<file path="config.mk">
export PLATFORM = sky130hd
export DESIGN_NAME = pwr_fault_seq
export DESIGN_NICKNAME = d
export VERILOG_FILES = /design/src/rtl/pfs_pkg.sv /design/src/rtl/pfs_sync.sv /design/src/rtl/pfs_fault_latch.sv /design/src/rtl/pfs_fsm.sv /design/src/rtl/pwr_fault_seq.sv
export SDC_FILE = /design/constraint.sdc
export NUM_CORES = 1
export LEC_CHECK = 0
export ABC_AREA = 1
export BUFFER_PORTS_ARGS = -buffer_cell sky130_fd_sc_hd__buf_2
export CAP_MARGIN = 20
export CELL_PAD_IN_SITES_DETAIL_PLACEMENT = 2
export CELL_PAD_IN_SITES_GLOBAL_PLACEMENT = 2
export CORE_MARGIN = 4
export CORE_UTILIZATION = 31
export DETAILED_ROUTE_END_ITERATION = 7
export PLACE_DENSITY_LB_ADDON = 0.1
export SETUP_SLACK_MARGIN = 0.1
export SLEW_MARGIN = 40
export SYNTH_ARGS = -nofsm -noshare
export SYNTH_HDL_FRONTEND = slang
export SYNTH_SLANG_ARGS = --single-unit
</file>
<file path="constraint.sdc">
create_clock -name clk -period 3.34 [get_ports clk]
set_clock_uncertainty 0.15 [all_clocks]
set_input_delay 0.668 -clock clk [delete_from_list [all_inputs] [get_ports clk]]
set_output_delay 0.668 -clock clk [all_outputs]
set_load 0.005 [all_outputs]
</file>
<file path="src/rtl/pfs_pkg.sv">
package pfs_pkg;
  localparam int NUM_ST  = 7;
  localparam int NUM_FLT = 6;
  localparam int NUM_LAT = NUM_FLT + 1;

  localparam int I_RESET = 0;
  localparam int I_HWSD  = 1;
  localparam int I_REGUP = 2;
  localparam int I_MODE  = 3;
  localparam int I_SWSD  = 4;
  localparam int I_ACT   = 5;
  localparam int I_FLTSD = 6;

  // synchronised fault vector positions; latch bit = position + 1
  localparam int F_OT  = 0;
  localparam int F_OC  = 1;
  localparam int F_CLK = 2;
  localparam int F_RUV = 3;
  localparam int F_ROV = 4;
  localparam int F_ROL = 5;

  typedef enum logic [NUM_ST-1:0] {
    ST_RESET = 7'b0000001,
    ST_HWSD  = 7'b0000010,
    ST_REGUP = 7'b0000100,
    ST_MODE  = 7'b0001000,
    ST_SWSD  = 7'b0010000,
    ST_ACT   = 7'b0100000,
    ST_FLTSD = 7'b1000000
  } seq_state_t;
endpackage

</file>
<file path="src/rtl/pfs_sync.sv">
module pfs_sync #(
  parameter int W      = 1,
  parameter int STAGES = 2
) (
  input  logic         clk,
  input  logic         rst,
  input  logic [W-1:0] d,
  output logic [W-1:0] q
);
  logic [STAGES-1:0][W-1:0] stg;

  always_ff @(posedge clk) begin
    if (rst) stg <= '0;
    else     stg <= {stg[STAGES-2:0], d};
  end

  assign q = stg[STAGES-1];
endmodule

</file>
<file path="src/rtl/pfs_fault_latch.sv">
module pfs_fault_latch #(
  parameter int NF = 6
) (
  input  logic        clk,
  input  logic        rst,
  input  logic [NF-1:0] flt_s,
  input  logic        set_en,
  input  logic        pvdd_evt,
  input  logic        clr,
  output logic [NF:0] lat
);
  logic [NF:0] src;

  assign src = {flt_s & {NF{set_en}}, pvdd_evt};

  always_ff @(posedge clk) begin
    if (rst || clr) lat <= '0;
    else            lat <= lat | src;
  end
endmodule

</file>
<file path="src/rtl/pfs_fsm.sv">
module pfs_fsm
  import pfs_pkg::*;
#(
  parameter int REG_WAIT  = 4,
  parameter int MODE_WAIT = 2
) (
  input  logic       clk,
  input  logic       rst,
  input  logic       dvdd_ok,
  input  logic       sd_rel,
  input  logic       sw_sd,
  input  logic       pvdd_low,
  input  logic       rec_any,
  input  logic       reg_any,
  output seq_state_t state,
  output seq_state_t nxt,
  output logic       reg_rst,
  output logic       core_reg_en,
  output logic       ana_pd,
  output logic       ramp_req
);
  localparam int MAXW = (REG_WAIT > MODE_WAIT) ? REG_WAIT : MODE_WAIT;
  localparam int CW   = $clog2(MAXW + 1);
  localparam logic [CW-1:0] REG_LAST  = CW'(REG_WAIT - 1);
  localparam logic [CW-1:0] MODE_LAST = CW'(MODE_WAIT - 1);

  logic [CW-1:0] cnt, cnt_nxt;
  logic          rec_flag, rec_nxt, ramp_nxt;

  always_comb begin
    nxt = state;
    if (!dvdd_ok) begin
      nxt = ST_RESET;
    end else if (state != ST_RESET && !sd_rel) begin
      nxt = ST_HWSD;
    end else begin
      case (state)
        ST_RESET: nxt = ST_HWSD;
        ST_HWSD:  nxt = ST_REGUP;
        ST_REGUP: if (cnt == REG_LAST) nxt = ST_MODE;
        ST_MODE:  if (cnt == MODE_LAST)
                    nxt = (sw_sd || pvdd_low || rec_any) ? ST_SWSD : ST_ACT;
        ST_ACT: begin
          if (reg_any || pvdd_low)   nxt = ST_FLTSD;
          else if (rec_any || sw_sd) nxt = ST_SWSD;
        end
        ST_SWSD: begin
          if (reg_any)                               nxt = ST_FLTSD;
          else if (!sw_sd && !rec_any && !pvdd_low)  nxt = ST_ACT;
        end
        ST_FLTSD: if (sw_sd) nxt = ST_SWSD;
        default:  nxt = ST_RESET;
      endcase
    end
  end

  always_comb begin
    if (nxt != state)
      cnt_nxt = '0;
    else if (state == ST_REGUP || state == ST_MODE)
      cnt_nxt = cnt + 1'b1;
    else
      cnt_nxt = cnt;
  end

  assign rec_nxt  = (state == ST_ACT  && nxt == ST_SWSD && rec_any) ||
                    (state == ST_SWSD && nxt == ST_SWSD && rec_flag && !sw_sd);
  assign ramp_nxt = (state == ST_SWSD) && (nxt == ST_ACT) && rec_flag;

  always_ff @(posedge clk) begin
    if (rst) begin
      state       <= ST_RESET;
      cnt         <= '0;
      rec_flag    <= 1'b0;
      reg_rst     <= 1'b1;
      core_reg_en <= 1'b0;
      ana_pd      <= 1'b1;
      ramp_req    <= 1'b0;
    end else begin
      state       <= nxt;
      cnt         <= cnt_nxt;
      rec_flag    <= rec_nxt;
      reg_rst     <= (nxt == ST_RESET);
      core_reg_en <= (nxt != ST_RESET) && (nxt != ST_HWSD);
      ana_pd      <= (nxt != ST_ACT);
      ramp_req    <= ramp_nxt;
    end
  end
endmodule

</file>
<file path="src/rtl/pwr_fault_seq.sv">
module pwr_fault_seq
  import pfs_pkg::*;
#(
  parameter int PVDD_W      = 6,
  parameter int SYNC_STAGES = 2,
  parameter int REG_WAIT    = 4,
  parameter int MODE_WAIT   = 2
) (
  input  logic              clk,
  input  logic              rst,
  input  logic              dvdd_ok,
  input  logic [PVDD_W-1:0] pvdd_code,
  input  logic [PVDD_W-1:0] pvdd_thresh,
  input  logic              sdn_pin,
  input  logic              sw_sd,
  input  logic              flt_ot,
  input  logic              flt_oc,
  input  logic              flt_clk,
  input  logic [2:0]        flt_ldo,
  output logic              reg_rst,
  output logic              core_reg_en,
  output logic              ana_pd,
  output logic              ramp_req,
  output logic [NUM_LAT-1:0] fault_lat,
  output logic [NUM_ST-1:0]  state_oh
);
  localparam int SYNC_W = NUM_FLT + 1;

  logic [SYNC_W-1:0]  raw_in, sync_out;
  logic [NUM_FLT-1:0] flt_s;
  logic               sd_rel, pvdd_low, rec_any, reg_any;
  logic               set_en, pvdd_evt, lat_clr;
  seq_state_t         state, nxt;

  assign raw_in   = {flt_ldo, flt_clk, flt_oc, flt_ot, sdn_pin};
  assign sd_rel   = sync_out[0];
  assign flt_s    = sync_out[SYNC_W-1:1];
  assign pvdd_low = (pvdd_code < pvdd_thresh);
  assign rec_any  = flt_s[F_OT] | flt_s[F_OC] | flt_s[F_CLK];
  assign reg_any  = flt_s[F_RUV] | flt_s[F_ROV] | flt_s[F_ROL];

  pfs_sync #(.W(SYNC_W), .STAGES(SYNC_STAGES)) i_sync (
    .clk (clk),
    .rst (rst),
    .d   (raw_in),
    .q   (sync_out)
  );

  pfs_fsm #(.REG_WAIT(REG_WAIT), .MODE_WAIT(MODE_WAIT)) i_fsm (
    .clk         (clk),
    .rst         (rst),
    .dvdd_ok     (dvdd_ok),
    .sd_rel      (sd_rel),
    .sw_sd       (sw_sd),
    .pvdd_low    (pvdd_low),
    .rec_any     (rec_any),
    .reg_any     (reg_any),
    .state       (state),
    .nxt         (nxt),
    .reg_rst     (reg_rst),
    .core_reg_en (core_reg_en),
    .ana_pd      (ana_pd),
    .ramp_req    (ramp_req)
  );

  assign set_en   = (state != ST_RESET) && (state != ST_HWSD);
  assign pvdd_evt = (state == ST_ACT) && pvdd_low;
  assign lat_clr  = (nxt == ST_RESET) || (nxt == ST_HWSD) ||
                    ((nxt == ST_SWSD) && sw_sd);

  pfs_fault_latch #(.NF(NUM_FLT)) i_lat (
    .clk      (clk),
    .rst      (rst),
    .flt_s    (flt_s),
    .set_en   (set_en),
    .pvdd_evt (pvdd_evt),
    .clr      (lat_clr),
    .lat      (fault_lat)
  );

  assign state_oh = state;
endmodule

</file>
==> summary.md, run 1 <==
| Metric | Value |
|---|---|
| Chip height | `approximately 85 µm` |
| Residual DRC count | `0` |
| Lkg Pwr | `approximately 0.0011 µW` |
| Hold Path Cell Cnt | `2` |
| First-pass GRT wire length | `around 8300 µm` |
| Syn avg cell area | `about 7.0 µm²` |
| Global Route Usage Sum | `between 10% and 20%` |
| Post-CTS Hold Fix Bufs | `0` |
| Fin. max-slew vios | `0` |
| Relative slew slack | `between 50% and 60%` |
| Post-layout instance area | `around 2200 µm²` |
| Clk Latency, worst-skew pair | `290 ps` |
| CP Capture Type | `register` |
| Placed Area | `~2100 µm²` |
| DR pass1 iterations | `4` |
| Top_reg_cell synth | `dfxtp_1` |
| Num rows | `27` |
| Synth Warn # | `0` |
| Clk pin slew, worst setup/hold paths | `~70 ps` |
| Commonest non-fill, non-tap cells in the layout | `53 x nand2_1, 46 x inv_1, 42 x nor2_1` |
| Post-cts resize count | `0` |
| Number of global-route vias before repair | `about 1,800` |
| Die Footprint | `between 7000 and 8000 µm²` |
| Layout area overhead | `20.0%` |
| Hold Startpoint | `i_sync.stg[2]$_SDFF_PP0_` |
| # IOs | `41` |
| Core ar. | `5610 µm²` |
| Fmax | `around 0.44 GHz` |
| Post-route minimum period | `between 2000 and 2500 ps` |
| DP HPWL | `4080 µm` |
| Peak supply drop | `about 0.23 mV` |
| Place WS | `between 700 and 800 ps` |
| Yosys reg bits | `36` |
| Final count of negative-setup-slack endpoints | `0` |
| Cell count after synthesis | `between 200 and 300` |
| CP startpoint | `pvdd_code[5]` |
| Worst Path Required | `3370 ps` |
| Post-route ant nets | `0` |
| Maxcap violations | `0` |
| Total grt overflow | `0` |
| Clk sinks | `36` |
| FFs w/ async S/R, synth | `0%` |
| CTS root buffer | `clkbuf_8` |
| Syn Nets | `292` |
| Post-synthesis instance area | `around 1800 µm²` |
| Yosys cell types | `25` |
| Actual slew at the worst max-slew pin | `about 660 ps` |
| DRT iter0 DRCs | `21` |
| Post-CTS setup repair buffer count | `0` |
| Vias per cell | `around 4.5` |
| Share of the clock period used by the worst path | `between 60% and 70%` |
| Die W | `around 85 µm` |
| Synth area leader | `dfxtp_1` |
| Antenna violations before repair | `0` |
| Post-route setup slack | `1080 ps` |
| Top cells by area, synth | `dfxtp_1 40%, nand2_1 11%, inv_1 9.5%` |
| Startpoint Class | `primary input` |
| Crit path max fanout | `4` |
| RSZ-0062 raised after global routing | `false` |
| RR Startpoint | `i_sync.q[4]$_SDFF_PP0_` |
| Run status | `complete, no violations` |
| Routed length per instance | `12.9 µm` |
| Port Buffers | `40` |
| Dpl cells | `between 300 and 400` |
| PwrDens | `~390 nW/µm²` |
| TritonCTS clock tree | `yes` |
| Total CTS buffers | `5` |
| Non-Filler Instances | `around 380` |
| Layout cells sized above 1 | `25.5%` |
| GP Congestion | `about 0.80` |
| Post-route setup TNS | `0 ps` |
| Worst Setup Path Type | `in2reg` |
| Top cell type's share of synthesized area | `about two fifths` |
| WP data arrival | `2290 ps` |
| Htree depth | `2` |
| Worst R2R Path Depth | `9` |
| Post-synthesis sequential area ratio | `about two fifths` |
| # fillers | `about 710` |
| Final core occ | `between 30% and 40%` |
| Initial core utilization | `roughly a third` |
| Vias | `~1,700` |
| Min-Delay Path Class | `reg2reg` |
| Layout Nets | `about 340` |
| Deepest clock path buffer count | `2` |
| Final Hold Vio Count | `0` |
| Antenna diodes | `0` |
| EDFF count, synth | `0` |
| Routed WL | `between 4000 and 5000 µm` |
| Most common cell after layout, fill and taps aside | `nand2_1` |
| Largest net degree at the start of global routing | `23` |
sequential cells by signal, indices dropped and copies added (netlist names):
name               cells
i_lat.lat              7
i_fsm.cnt              3
i_fsm.core_reg_en      1
i_fsm.rec_flag         1
i_sync.stg             7
i_fsm.reg_rst          1
i_fsm.state            7
i_fsm.ramp_req         1
i_fsm.ana_pd           1
i_sync.q               7
synth_stat cells, types with 4 or more instances:
cell	instances
nand2_1	53
inv_1	46
nor2_1	42
dfxtp_1	36
nand3_1	17
inv_2	10
a21oi_1	8
ha_1	8
nand2_2	5
nor2_2	5
o21ai_0	5
nand2_4	4
o21a_1	4
critical path, stage by stage:
cell	delay (ps)
buf_2	100
ha_1	300
nand2_1	90
inv_1	40
a21oi_1	130
nand2_1	110
nand2_1	110
nand2_1	60
nand3_1	140
nand2_2	110
o21ai_2	220
inv_2	90
o21a_1	110
kinds of logic after synthesis:
family          Yosys count  share of synthesized area [%]
buf+inv                  58                           12.0
compound gates           22                           7.15
simple gates            134                           34.3
flops                    36                           39.6
xor+xnor                  3                           1.44
fa+ha+maj                 8                           5.50
path summary, 6_finish.rpt:
check | end | slack (ps)
max | i_lat.lat[3]$_SDFF_PP0_ | 1080
min | i_sync.q[2]$_SDFF_PP0_ | 260
max reg2reg | i_lat.lat[3]$_SDFF_PP0_ | 1190
min reg2reg | i_sync.q[2]$_SDFF_PP0_ | 260
area by class of cell:
class                      instances  area [µm²]  area share, %
timing repair buffer              40         200           9.17
sequential                        36         721           33.0
tap                               72        90.1           4.13
clock buffer                       5        68.8           3.15
multi-input combinational        167         881           40.3
clock inverter                     2        12.5          0.573
inverter                          56         210           9.63
report_power, final:
| part | internal, µW | switching [µW] | total [µW] |
|---|---|---|---|
| clock network | 141 | 156 | 297 |
| registers | 441 | 5.17 | 446 |
| logic | 37.0 | 64.2 | 101 |
| total | 619 | 225 | 844 |
stage by stage:
| stage | power [µW] | hold slack (ps) |
|---|---|---|
| after floorplan | 521 | 238 |
| after global routing | 901 | 268 |
| after CTS | 864 | 261 |
| after global placement | 556 | 240 |
| final | 844 | 257 |
| after detailed placement | 560 | 250 |
metal layers:
layer  up-vias  wire, µm  track usage [%]  part of all wire (%)
met2        22      2490             25.7                    51
met5         -         0                0                     0
met3         5       157             3.34                   3.2
met4         0        63             3.88                   1.3
li1        875         -                -                     -
met1       813      2170             18.1                    44
(Power assumes the default switching activity.)
==> run 2, diff against run 1 <==
--- a/config.mk
+++ b/config.mk
@@ -5,13 +5,13 @@
 export SDC_FILE = /design/constraint.sdc
 export NUM_CORES = 1
 export LEC_CHECK = 0
-export ABC_AREA = 1
+export ABC_AREA = 0
 export BUFFER_PORTS_ARGS = -buffer_cell sky130_fd_sc_hd__buf_2
 export CAP_MARGIN = 20
 export CELL_PAD_IN_SITES_DETAIL_PLACEMENT = 2
 export CELL_PAD_IN_SITES_GLOBAL_PLACEMENT = 2
 export CORE_MARGIN = 4
-export CORE_UTILIZATION = 31
+export CORE_UTILIZATION = 32
 export DETAILED_ROUTE_END_ITERATION = 7
 export PLACE_DENSITY_LB_ADDON = 0.1
 export SETUP_SLACK_MARGIN = 0.1
==> constraint.sdc (replaced) <==
create_clock -name clk -period 2.2 [get_ports clk]
set_clock_uncertainty 0.15 [all_clocks]
set_input_delay 0.44 -clock clk [delete_from_list [all_inputs] [get_ports clk]]
set_output_delay 0.44 -clock clk [all_outputs]
set_load 0.005 [all_outputs]
==> run 2 against run 1 <==
Net effect: the run now ends with negative setup slack left; global-route usage up 3.2 points; synthesized cell count down 23%; cell count down 5.8%; first-iteration DRC count rose to 3.5 times the previous value; clock power up 65%; area after synthesis down 0.41%; non-clock buffer count up 44; sequential share of layout area down 4.9 points; hold slack worse by 43 ps; flip-flop and latch count unchanged; critical path depth down 5; combinational power up 66%.
==> summary.md, run 2 <==
| Metric | Value |
|---|---|
| DR pass1 iterations | `4` |
| Top cell type's share of synthesized area | `between 30% and 40%` |
| Cell-internal power | `about 1000 µW` |
| Min-Delay Path Class | `in2reg` |
| Post-route ant nets | `0` |
| Num rows | `27` |
| CP Capture Type | `register` |
| CP Capture Point | `i_fsm.cnt[2]$_SDFFE_PP0P_` |
| Logic pwr share | `about an eighth` |
| Worst R2R Path Depth | `8` |
| Deepest clock path buffer count | `2` |
| First-pass GRT wire length | `10,100 µm` |
| Cell count after synthesis | `around 200` |
| Clk pwr share | `a little under two fifths` |
| Total CTS buffers | `5` |
| Worst Path Buf+Inv | `1` |
| GP Congestion | `approximately 0.8` |
| Switching power | `337 µW` |
| Startpoint Class | `register` |
| # IOs | `41` |
| Post-route minimum period | `approximately 2400 ps` |
| Antenna violations before repair | `0` |
| Port Buffers | `40` |
| Residual DRC count | `0` |
| Crit path depth | `8` |
| Routed WL | `6460 µm` |
| Post-route setup TNS | `-1160 ps` |
| Commonest non-fill, non-tap cells in the layout | `43 x buf_4, 40 x buf_2, 31 x dfxtp_1` |
| EDFF count, synth | `0` |
| Layout cells sized above 1 | `~45%` |
| Vias per cell | `5.14` |
| Sw frac | `between 20% and 30%` |
| Crit path max-delay cell type | `a2111o_1` |
| Slowest cell delay on critical path | `roughly 450 ps` |
| Post-layout instance area | `between 2000 and 3000 µm²` |
| Final core occ | `between 40% and 50%` |
| Layout area overhead | `44.1%` |
| Crit-path leading delay family | `compound AO/OA/AOI/OAI gates` |
| Post-synthesis sequential area ratio | `between 30% and 40%` |
| FFs w/ async S/R, synth | `0%` |
| Post-CTS Hold Fix Bufs | `0` |
| Final count of negative-setup-slack endpoints | `13` |
| Top_reg_cell synth | `dfxtp_1` |
| Post-synthesis instance area | `1810 µm²` |
| Largest net degree at the start of global routing | `14` |
| WP data arrival | `between 2000 and 2500 ps` |
| Vias | `1,829` |
| RR Startpoint | `i_fsm.state[2]$_SDFF_PP0_` |
| Cell with the most instances after synthesis | `dfxtp_1` |
| CP startpoint | `i_fsm.state[2]$_SDFF_PP0_` |
| Synth top cells by count | `36 x dfxtp_1, 17 x a21oi_1, 17 x nor2b_1` |
| Place WS | `-232 ps` |
| Failing checks | `negative setup slack` |
| Die W | `roughly 83 µm` |
| Top cells by area, synth | `dfxtp_1 40%, nor2b_1 5.9%, ha_1 5.5%` |
| Antenna diodes | `0` |
| Crit-path cells | `nor4_4 -> buf_4 -> and3_4 -> nand2b_4 -> a2111o_1 -> o22a_1 -> o32a_1 -> nor3_1` |
| Initial core utilization | `roughly 33%` |
| Share of the clock period used by the worst path | `108%` |
| Global Route Usage Sum | `between 10% and 20%` |
| Htree depth | `2` |
| Relative slew slack | `roughly three quarters` |
| Clk pin slew, worst setup/hold paths | `~70 ps` |
| Reg power frac | `50.7%` |
| Run status | `finished with violations` |
| Clk sinks | `36` |
| WHS | `~210 ps` |
| Worst R2R End | `i_fsm.cnt[2]$_SDFFE_PP0P_` |
| Maxcap violations | `0` |
| TritonCTS clock tree | `yes` |
| Core ar. | `~5500 µm²` |
| Most common cell after layout, fill and taps aside | `buf_4` |
| Actual slew at the worst max-slew pin | `362 ps` |
| Post-route setup slack | `-171 ps` |
| DP HPWL | `~4700 µm` |
| Worst Path Required | `between 2000 and 2500 ps` |
| PwrDens | `511 nW/µm²` |
| Reg2Reg Setup Slack | `-170 ps` |
| Synth area leader | `dfxtp_1` |
| Crit path max fanout | `4` |
| Yosys reg bits | `36` |
| Syn avg cell area | `approximately 9 µm²` |
| Clk Latency, worst-skew pair | `~280 ps` |
| Total grt overflow | `0` |
| Fin. max-slew vios | `0` |
| Layout Nets | `approximately 310` |
| Yosys cell types | `53` |
| Final Hold Vio Count | `0` |
| Synth Warn # | `0` |
| Syn Nets | `about 230` |
| Fmax | `about 0.42 GHz` |
| Die Footprint | `about 6900 µm²` |
| CTS root buffer | `clkbuf_8` |
| Routed length per instance | `~18 µm` |
| Chip height | `83.2 µm` |
| DRT iter0 DRCs | `73` |
| Number of global-route vias before repair | `~2,000` |
| Lkg Pwr | `approximately 0.0011 µW` |
| Placed Area | `around 2300 µm²` |
| RSZ-0062 raised after global routing | `true` |
| Worst Setup Path Type | `reg2reg` |
| Peak supply drop | `~0.44 mV` |
==> run 2: cell count changes in the layout (fill, tap and decap cells not counted), sizes merged, moves of 6 or more <==
cell and delta:
a21oi +9, buf +44, inv -43, nand2 -53, nand3 -12, nor2 -35, nor2b +17, nor3 +6
o211ai +6
==> run 2: cell type report <==
cell class / instances / area [µm²]
Multi-Input combinational cell: 143 / 1110
Timing Repair Buffer: 84 / 534
Inverter: 13 / 48.8
Fill cell: 605 / 2900
Clock buffer: 7 / 86.3
Sequential cell: 36 / 734
Tap cell: 72 / 90.1
Clock inverter: 1 / 7.51
==> run 2: power groups by stage <==
stage	registers, µW	logic [µW]	clock network, µW
2_1_floorplan	689	89.0	0
3_3_place_gp	692	149	0
3_5_place_dp	693	157	0
4_1_cts	678	163	502
5_1_grt	679	187	543
6_report	677	168	490
==> run 2: cell families (layout without fill, tap and decap cells) <==
logic type	Yosys count	after routing	share of synthesized area, %
buf+inv	22	105	5.25
fa+ha+maj	8	8	5.53
simple gates	85	85	28.2
xor+xnor	4	4	1.93
compound gates	46	46	19.3
flops	36	36	39.8
==> run 2: per-stage QoR <==
stage / total power (µW) / instances
3_5_place_dp: 851 / 340
4_1_cts: 1340 / 352
3_3_place_gp: 841 / 340
6_report: 1340 / 356
5_1_grt: 1410 / 356
2_1_floorplan: 778 / 201
==> run 2: timing repair <==
| item | CTS | global route |
|---|---|---|
| buffers inserted | 4 | 4 |
| pin swaps | 7 | 10 |
| resized for setup | 19 | 12 |
| endpoints found under the setup margin | 18 | 15 |
==> run 2: how the worst min path moves through the flow <==
stage                                        start                  endpoint  depth (start not counted)
after floorplan           i_sync.stg[0]$_SDFF_PP0_    i_sync.q[0]$_SDFF_PP0_                          1
after global placement    i_sync.stg[0]$_SDFF_PP0_    i_sync.q[0]$_SDFF_PP0_                          1
after detailed placement  i_sync.stg[0]$_SDFF_PP0_    i_sync.q[0]$_SDFF_PP0_                          1
after CTS                                   flt_ot  i_sync.stg[1]$_SDFF_PP0_                          2
after global routing                        flt_oc  i_sync.stg[2]$_SDFF_PP0_                          2
final                                   flt_ldo[2]  i_sync.stg[6]$_SDFF_PP0_                          2
==> run 2: routing by layer <==
metal,routed length [µm],global-route usage (%),up-vias
met2,3580,35.1,36
li1,-,-,885
met4,38,3.57,0
met3,202,2.88,4
met1,2640,20.1,904
met5,0,0,-
==> run 2: worst reg2reg max path: cells and delay by family, from the launching register on <==
family,cells,cell delay [ps]
AO/OA/AOI/OAI,3,850
buffers and inverters,1,170
flip-flops,1,370
AND/OR/NAND/NOR,4,760
